===== config.mk =====
export PLATFORM = sky130hd
export DESIGN_NAME = ctlp_write_master
export DESIGN_NICKNAME = d
export VERILOG_FILES = /design/src/rtl/ctlp_pkg.sv /design/src/rtl/ctlp_sync.sv /design/src/rtl/ctlp_timer.sv /design/src/rtl/ctlp_seq.sv /design/src/rtl/ctlp_write_master.sv
export SDC_FILE = /design/constraint.sdc
export NUM_CORES = 1
export LEC_CHECK = 0
export ABC_CLOCK_PERIOD_IN_PS = 2200
export BUFFER_PORTS_ARGS = -buffer_cell sky130_fd_sc_hd__buf_2
export CAP_MARGIN = 30
export CORE_ASPECT_RATIO = 1.5
export CORE_MARGIN = 1.5
export CORE_UTILIZATION = 45
export DETAILED_ROUTE_END_ITERATION = 6
export PLACE_DENSITY_LB_ADDON = 0.1
export SYNTH_ARGS = -nofsm -noshare
export SYNTH_HDL_FRONTEND = slang
export SYNTH_SLANG_ARGS = --single-unit

===== constraint.sdc =====
create_clock -name clk -period 2.2 [get_ports clk]
set_clock_uncertainty 0.15 [all_clocks]
set_input_delay 0.22 -clock clk [delete_from_list [all_inputs] [get_ports clk]]
set_output_delay 0.22 -clock clk [all_outputs]
set_load 0.02 [all_outputs]

===== src/rtl/ctlp_pkg.sv =====
package ctlp_pkg;

    localparam int ADDR_W = 16;
    localparam int DATA_W = 16;
    localparam int ECODE_W = 3;

    typedef enum logic [1:0] {
        ST_IDLE,
        ST_SETUP,
        ST_WAIT_HI,
        ST_WAIT_LO
    } seq_state_t;

    typedef enum logic [1:0] {
        PH_ADDR  = 2'd0,
        PH_DATA  = 2'd1,
        PH_WRITE = 2'd2
    } phase_t;

    typedef struct packed {
        logic wr;
        logic cdata;
        logic caddr;
    } strobe_t;

    function automatic strobe_t strobe_for(phase_t p);
        strobe_t s;
        s = '0;
        case (p)
            PH_ADDR:  s.caddr = 1'b1;
            PH_DATA:  s.cdata = 1'b1;
            default:  s.wr    = 1'b1;
        endcase
        return s;
    endfunction

    function automatic logic [ECODE_W-1:0] err_code_f(phase_t p, logic lo_wait);
        return {p, lo_wait};
    endfunction

endpackage


===== src/rtl/ctlp_sync.sv =====
module ctlp_sync #(
    parameter int STAGES = 2
) (
    input  logic clk,
    input  logic rst,
    input  logic d,
    output logic q
);
    logic [STAGES-1:0] chain;

    generate
        for (genvar i = 0; i < STAGES; i++) begin : g_stage
            if (i == 0) begin : g_first
                always_ff @(posedge clk) begin
                    if (rst) chain[0] <= 1'b0;
                    else     chain[0] <= d;
                end
            end else begin : g_next
                always_ff @(posedge clk) begin
                    if (rst) chain[i] <= 1'b0;
                    else     chain[i] <= chain[i-1];
                end
            end
        end
    endgenerate

    assign q = chain[STAGES-1];
endmodule


===== src/rtl/ctlp_timer.sv =====
module ctlp_timer #(
    parameter int LIMIT = 1000
) (
    input  logic clk,
    input  logic rst,
    input  logic load,
    input  logic run,
    output logic expired
);
    localparam int CW = $clog2(LIMIT + 1);
    localparam logic [CW-1:0] RELOAD = CW'(LIMIT - 1);

    logic [CW-1:0] cnt;

    always_ff @(posedge clk) begin
        if (rst)                    cnt <= RELOAD;
        else if (load)              cnt <= RELOAD;
        else if (run && cnt != '0)  cnt <= cnt - 1'b1;
    end

    assign expired = (cnt == '0);

    AST_TMR_RELOAD: assert property (@(posedge clk) disable iff (rst)
        load |=> (cnt == RELOAD)) else $error("timer reload");
endmodule


===== src/rtl/ctlp_seq.sv =====
module ctlp_seq
    import ctlp_pkg::*;
(
    input  logic                 clk,
    input  logic                 rst,
    input  logic                 start,
    input  logic [ADDR_W-1:0]    addr,
    input  logic [DATA_W-1:0]    wdata,
    input  logic                 ack_s,
    input  logic                 tmr_expired,
    output logic                 tmr_load,
    output logic                 tmr_run,
    output logic                 busy,
    output logic                 done,
    output logic                 error,
    output logic [ECODE_W-1:0]   err_code,
    output logic [DATA_W-1:0]    port_din,
    output strobe_t              strobes
);
    seq_state_t          state;
    phase_t              phase;
    logic [DATA_W-1:0]   data_q;

    always_comb begin
        tmr_load = 1'b0;
        tmr_run  = 1'b0;
        case (state)
            ST_SETUP:   tmr_load = 1'b1;
            ST_WAIT_HI: begin
                tmr_load = ack_s;
                tmr_run  = !ack_s;
            end
            ST_WAIT_LO: tmr_run = ack_s;
            default: ;
        endcase
    end

    always_ff @(posedge clk) begin
        if (rst) begin
            state    <= ST_IDLE;
            phase    <= PH_ADDR;
            data_q   <= '0;
            port_din <= '0;
            strobes  <= '0;
            busy     <= 1'b0;
            done     <= 1'b0;
            error    <= 1'b0;
            err_code <= '0;
        end else begin
            done <= 1'b0;
            case (state)
                ST_IDLE: begin
                    if (start) begin
                        data_q   <= wdata;
                        port_din <= DATA_W'(addr);
                        phase    <= PH_ADDR;
                        busy     <= 1'b1;
                        error    <= 1'b0;
                        err_code <= '0;
                        state    <= ST_SETUP;
                    end
                end
                ST_SETUP: begin
                    strobes <= strobe_for(phase);
                    state   <= ST_WAIT_HI;
                end
                ST_WAIT_HI: begin
                    if (ack_s) begin
                        strobes <= '0;
                        state   <= ST_WAIT_LO;
                    end else if (tmr_expired) begin
                        strobes  <= '0;
                        busy     <= 1'b0;
                        error    <= 1'b1;
                        err_code <= err_code_f(phase, 1'b0);
                        state    <= ST_IDLE;
                    end
                end
                ST_WAIT_LO: begin
                    if (!ack_s) begin
                        if (phase == PH_WRITE) begin
                            busy  <= 1'b0;
                            done  <= 1'b1;
                            state <= ST_IDLE;
                        end else begin
                            phase    <= phase_t'(phase + 2'd1);
                            port_din <= data_q;
                            state    <= ST_SETUP;
                        end
                    end else if (tmr_expired) begin
                        busy     <= 1'b0;
                        error    <= 1'b1;
                        err_code <= err_code_f(phase, 1'b1);
                        state    <= ST_IDLE;
                    end
                end
                default: state <= ST_IDLE;
            endcase
        end
    end

    AST_ONE_STROBE: assert property (@(posedge clk) disable iff (rst)
        $onehot0(strobes)) else $error("strobe overlap");
    AST_BUS_HELD_ON_DROP: assert property (@(posedge clk) disable iff (rst)
        $fell(|strobes) |-> $stable(port_din)) else $error("bus moved");
    AST_BUS_BEFORE_STROBE: assert property (@(posedge clk) disable iff (rst)
        $rose(|strobes) |-> $stable(port_din)) else $error("bus late");
    AST_DONE_PULSE: assert property (@(posedge clk) disable iff (rst)
        done |=> !done) else $error("done width");
    AST_DONE_NOT_BUSY: assert property (@(posedge clk) disable iff (rst)
        done |-> !busy) else $error("done busy");
    AST_HI_TIMEOUT: assert property (@(posedge clk) disable iff (rst)
        (state == ST_WAIT_HI && !ack_s && tmr_expired) |=> (error && !err_code[0]))
        else $error("hi timeout");
    AST_IDLE_QUIET: assert property (@(posedge clk) disable iff (rst)
        !busy |-> (strobes == '0)) else $error("strobe idle");
    AST_ERR_IDLE: assert property (@(posedge clk) disable iff (rst)
        error |-> !busy) else $error("error busy");
endmodule


===== src/rtl/ctlp_write_master.sv =====
module ctlp_write_master
    import ctlp_pkg::*;
#(
    parameter int TIMEOUT     = 1000,
    parameter int SYNC_STAGES = 2
) (
    input  logic                clk,
    input  logic                rst,
    input  logic                start,
    input  logic [15:0]         addr,
    input  logic [15:0]         wdata,
    output logic                busy,
    output logic                done,
    output logic                error,
    output logic [2:0]          err_code,
    output logic [15:0]         port_din,
    output logic                cap_addr_stb,
    output logic                cap_data_stb,
    output logic                wr_stb,
    input  logic                port_ack
);
    logic    ack_s;
    logic    tmr_load;
    logic    tmr_run;
    logic    tmr_expired;
    strobe_t strobes;

    ctlp_sync #(.STAGES(SYNC_STAGES)) u_sync (
        .clk (clk),
        .rst (rst),
        .d   (port_ack),
        .q   (ack_s)
    );

    ctlp_timer #(.LIMIT(TIMEOUT)) u_timer (
        .clk     (clk),
        .rst     (rst),
        .load    (tmr_load),
        .run     (tmr_run),
        .expired (tmr_expired)
    );

    ctlp_seq u_seq (
        .clk         (clk),
        .rst         (rst),
        .start       (start),
        .addr        (addr),
        .wdata       (wdata),
        .ack_s       (ack_s),
        .tmr_expired (tmr_expired),
        .tmr_load    (tmr_load),
        .tmr_run     (tmr_run),
        .busy        (busy),
        .done        (done),
        .error       (error),
        .err_code    (err_code),
        .port_din    (port_din),
        .strobes     (strobes)
    );

    assign cap_addr_stb = strobes.caddr;
    assign cap_data_stb = strobes.cdata;
    assign wr_stb       = strobes.wr;

    AST_SYNC_LATENCY: assert property (@(posedge clk) disable iff (rst)
        $rose(port_ack) |=> (strobes == $past(strobes))) else $error("sync bypass");
endmodule


**Yosys cells after proc, flatten, opt, wreduce, memory -nomap -nowiden**

Index checks and enable logic that the tools add are counted.

- Bits in registers: 57
- Input bits: 36
- Output and inout bits: 25
- Logic and storage cells: 89

- Add/subtract/negate cells: 2
- Equality and inequality tests: 14
- Mux-type cells: 40
- Bitwise operators: 1
- Reductions and logical operators: 18

Operators with widths:

| operator | number |
|---|---|
| 16-bit two-way mux | 3 |
| 16-bit one-hot mux with 2 select lines | 1 |
| 3-bit two-way mux | 7 |
| 1-bit two-way mux | 14 |
| 2-bit two-way mux | 7 |
| 2-bit != test (second input constant) | 7 |
| 4-bit AND reduction | 3 |
| 10-bit logical NOT | 1 |
| 10-bit nonzero test | 1 |
| 10-bit by 1-bit subtractor with 10-bit output (second input constant) | 1 |
| 3-bit one-hot mux with 3 select lines | 1 |
| 2-bit one-hot mux with 4 select lines | 1 |
| 2-bit equality test (second input constant) | 3 |
| 1-bit one-hot mux with 3 select lines | 2 |
| 3-bit one-hot mux with 2 select lines | 1 |
| 6-bit AND reduction | 1 |
| 2-bit by 1-bit equality test with 1-bit output (second input constant) | 2 |
| 2-bit logical NOT | 2 |
| 1-bit one-hot mux with 2 select lines | 2 |
| 2-bit one-hot mux with 2 select lines | 1 |
| 2-bit AND reduction | 2 |
| 2-bit nonzero test | 2 |
| 2-bit OR reduction | 2 |
| 3-bit by 2-bit != test with 1-bit output (second input constant) | 1 |
| other kinds (7) | 7 |

**Logic depth before layout (Yosys ltp)**

- Word-level depth: 4
- Mapped depth: 8
- Mapped depth without buffers: 6

**Cells and area by module**

From an unflattened synthesis, not the netlist that was laid out.

- Cell total of the unflattened synthesis: 322
- Area, all modules: 2,981.6 µm²

Modules (own cells, without submodules):

| module | instances | cells each | area each (µm²) | seq. area each (µm²) |
|---|---|---|---|---|
| ctlp_seq | 1 | 243 | 2,303.5 | 900.9 |
| ctlp_timer | 1 | 75 | 625.6 | 200.2 |
| ctlp_sync | 1 | 4 | 52.6 | 40.0 |

**Worst setup path before layout**

Ideal clock, no wire load.

- Kind: flip-flop to flip-flop
- Start point: register u_seq.state[1]
- End point: register u_timer.cnt[7]
- Setup time: 0.127 ns
- Arrival time: 1.556 ns
- Slack: 0.367 ns
- Cell stages (with the launch flop): 7
- Path buffers: 1
- Period minus slack after synthesis: 1.833 ns
- Cell sequence: dfxtp_1 -> ha_1 -> buf_2 -> mux2i_1 -> a211oi_1 -> and4_2 -> o21ai_0

- Word-level cells in the longest chain between the ends: 3
- Elaborated cells on any way between the ends: 7

RTL lines:

| element | line | source |
|---|---|---|
| from (decl) | ctlp_seq.sv:20 | `seq_state_t state;` |
| from (signal assigned) | ctlp_seq.sv:40 | `state <= ST_IDLE;` |
| from (signal assigned) | ctlp_seq.sv:60 | `state <= ST_SETUP;` |
| from (signal assigned) | ctlp_seq.sv:65 | `state <= ST_WAIT_HI;` |
| 2-bit equality test or 2-bit by 1-bit equality test with 1-bit output (tied branches) | ctlp_seq.sv:27 | `case (state)` |
| 1-bit one-hot mux with 2 select lines | ctlp_seq.sv:27 |  |
| 2-bit OR reduction (no line) or 1-bit logical AND (tied branches) | n/a |  |
| to (signal assigned) | ctlp_timer.sv:18 | `else if (run && cnt != '0) cnt <= cnt - 1'b1;` |
| to (decl) | ctlp_timer.sv:13 | `logic [CW-1:0] cnt;` |

Several ways; a longest one is shown, not always the timed one.
A chain may end at the register's enable or synchronous reset.

**Final worst setup path**

- Start point: register u_timer.cnt[0]
- End point: register u_timer.cnt[3]

- Word-level cells in the longest chain between the ends: 2
- Elaborated cells on any way between the ends: 3

RTL lines:

| element |
|---|
| branches (longest 2 deep; another with 10-bit by 1-bit subtractor with 10-bit output) |

Parallel ways; which one is timed is not known.

==> flow_metrics.py <==
metrics = {
    "status": {
        "status": "complete, no violations",
    },
    "synth": {
        "yosysTopAreaCell": "dfxtp_1",
        "postSynthAreaPerCell_um2": 8.84,
        "ys_ff_latch": 57,
        "synth_area_um2": 2570,
        "synth_cell_type_count": 42,
        "syn_nets": 336,
        "synthAdderAreaFrac_pct": 4.38,
        "synth_mux_area_share_pct": 7.05,
        "synth_compound_area_share_pct": 19.7,
        "ys_warn_count": 0,
        "synth_edf_count": 0,
        "synth_flop_cell": "dfxtp_1",
        "yosysTopAreaCellShare_pct": 44.4,
        "syn_inst": 291,
        "synth_top_family_by_area": "simple AND/OR/NAND/NOR gates",
        "async_reset_ff_share_pct": 0,
        "synth_area_leaders": "dfxtp_1 44%, mux2i_1 6.6%, a21oi_1 5.8%",
        "synthXorXnorAreaFrac_pct": 0.340,
        "synth-seq-area-share_pct": 44.4,
        "synth_simple_gate_area_share_pct": 19.8,
    },
    "sta": {
        "fmax_ghz": 0.502,
        "slew_viol_final": 0,
        "finalCriticalPeriod_ns": 1.99,
        "timing.hold.ws_ns": 0.0682,
        "fin_setup_tns_ns": 0,
        "slew_headroom_pct": 61.3,
        "setup_viol_count_final": 0,
        "setup_slack_ns": 0.207,
        "hold_viol_final": 0,
        "worstMarginPinSlew_ns": 0.577,
        "post-route-period-util_pct": 90.6,
    },
    "global_route": {
        "grt_pass1_vias": 2294,
        "grt_max_degree": 45,
        "grt_util_all_layers_pct": 21.9,
        "grt_pass1_wl_um": 10300,
        "antenna_found_initial": 0,
        "grt-ovfl-total": 0,
    },
    "critical_path": {
        "cp_max_fo": 8,
        "worst_ep_required_time_ns": 2.31,
        "path_cells": "inv_1 -> ha_1 -> nor3b_4 -> and3_2 -> or4_1 -> a21oi_1",
        "start_kind": "register",
        "critPathCaptureType": "register",
        "critPathKind": "reg -> reg",
        "worst_path_max_delay_cell": "or4_1",
        "cpPeakStageDelay_ns": 0.47,
        "crit_arrival_ns": 2.11,
        "path_buf_inv": 1,
        "cp_top_family": "simple AND/OR/NAND/NOR gates",
    },
    "drt": {
        "antenna_left": 0,
        "wl_per_cell_um": 14.1,
        "routed_via_density": 5.36,
        "vias": 2397,
        "first_pass_iters": 4,
        "drc": 0,
        "routed_wl_um": 6290,
        "drt_iter0_drc": 131,
    },
    "cts": {
        "cts-root-buf": "clkbuf_8",
        "numCtsBuffers": 9,
        "clock-sinks": 57,
        "cts_max_path_buffers": 2,
        "htreeDepth": 3,
        "cts.clk_slew.worst_paths_ns": 0.07,
        "clock_latency_ns": 0.34,
        "cts_tree": "done",
    },
    "cells_and_area": {
        "final_cell_mix": "60 x buf_2, 57 x dfxtp_1, 37 x nand2_1",
        "area_delta_synth_final_pct": 29.9,
        "drive_gt1_share_pct": 26.0,
        "num_antenna_cells": 0,
        "layout.nets": 417,
        "final_common_cell": "buf_2",
    },
    "flow_run": {
        "maxCapViolCount": 0,
    },
    "floorplanning": {
        "start_util_pct": 46.8,
        "fp.dieH_um": 95.6,
        "die_w_um": 64.7,
        "num_io_pins": 61,
        "dieArea_um2": 6190,
        "num_rows": 33,
        "core_region_area_um2": 5490,
    },
    "placement": {
        "hpwl_um": 4260,
        "port_buffers": 60,
        "pre_cts_ws_ns": 0.128,
        "place.gp.congestion": 0.871,
    },
    "pwr": {
        "powerDensity_nw_per_um2": 1120,
        "vdd_ir_drop_max_mv": 0.699,
        "leakagePower_nw": 1.40,
    },
    "worst_hold_path": {
        "hold_class": "in -> reg",
    },
}
[routing by layer]
layer	routed length, um	share of wire, %	track usage (%)
met3	270	4.3	5.79
met1	2490	40	24.1
met4	159	2.5	11.9
met2	3370	54	38.1
met5	0	0	0
[synth_stat cells, drive strengths merged (3+ instances only)]
cell	number
dfxtp	57
nand2	37
a21oi	30
nor2	21
a211oi	18
mux2i	17
o21ai	12
inv	10
ha	9
nand3	9
buf	8
clkbuf	8
a31oi	7
nor3	6
and3	4
and4	4
nand2b	4
nor2b	3
nor3b	3
o311ai	3
[worst paths after layout]
| check | startpoint | end | slack (ns) | cells after the start |
|---|---|---|---|---|
| min reg2reg | u_sync.chain[0] | u_sync.q | 0.30 | 1 |
| max | u_timer.cnt[0] | u_timer.cnt[3] | 0.21 | 6 |
| max reg2reg | u_timer.cnt[0] | u_timer.cnt[3] | 0.21 | 6 |
| min | addr[14] | u_seq.port_din[14] | 0.07 | 3 |
[repair_timing]
item | CTS | global route
setup buffers | 0 | 0
resized for setup | 0 | 4
hold buffers | 17 | 0
endpoints found under the hold margin | 17 | 0
setup endpoints to repair | 0 | 3
[cell type report]
cell class              count  area [um^2]
clock buffers              10          128
fillers                   499         2150
clock inverters             6         58.8
repair buffers             86          551
well taps                  70         87.6
inverters                  10         37.5
multi-input cells         208         1340
flip-flops and latches     57         1140
[tightest hold or removal path: stages]
cell and delay [ns]:
buf_2 0.09, mux2i_1 0.12, a211oi_1 0.08
[per-stage QoR]
step	instances	instance area, um^2	power (mW)	utilization (%)
2_1_floorplan	291	2570	2.37	-
3_3_place_gp	414	2970	2.77	54.0
3_5_place_dp	414	2970	2.78	54.0
4_1_cts	447	3320	3.74	60.5
5_1_grt	447	3340	4.00	60.8
6_report	447	3340	3.73	60.8
[kinds of logic after synthesis]
kind of cell | after synthesis
DFF | 57
buffers and inverters | 26
adders and majority gates | 9
and+or+nand+nor | 100
muxes | 18
AOI/OAI and AO/OA | 80
xor gates and xnor gates | 1
[report_power, final]
group	total, mW	internal (mW)	switching (mW)
combinational	1.40	0.536	0.865
sequential	1.40	1.26	0.137
clock	0.929	0.516	0.413
total	3.73	2.31	1.41
[state kept, by name, summed over array words and instances (netlist names)]
name            cells
u_seq.busy          1
u_seq.data_q       16
u_seq.done          1
u_seq.err_code      3
u_seq.error         1
u_seq.phase         2
u_seq.port_din     16
u_seq.state         2
u_seq.strobes       3
u_sync.chain        1
u_sync.q            1
u_timer.cnt        10
Power figures use the tool's default switching activity.
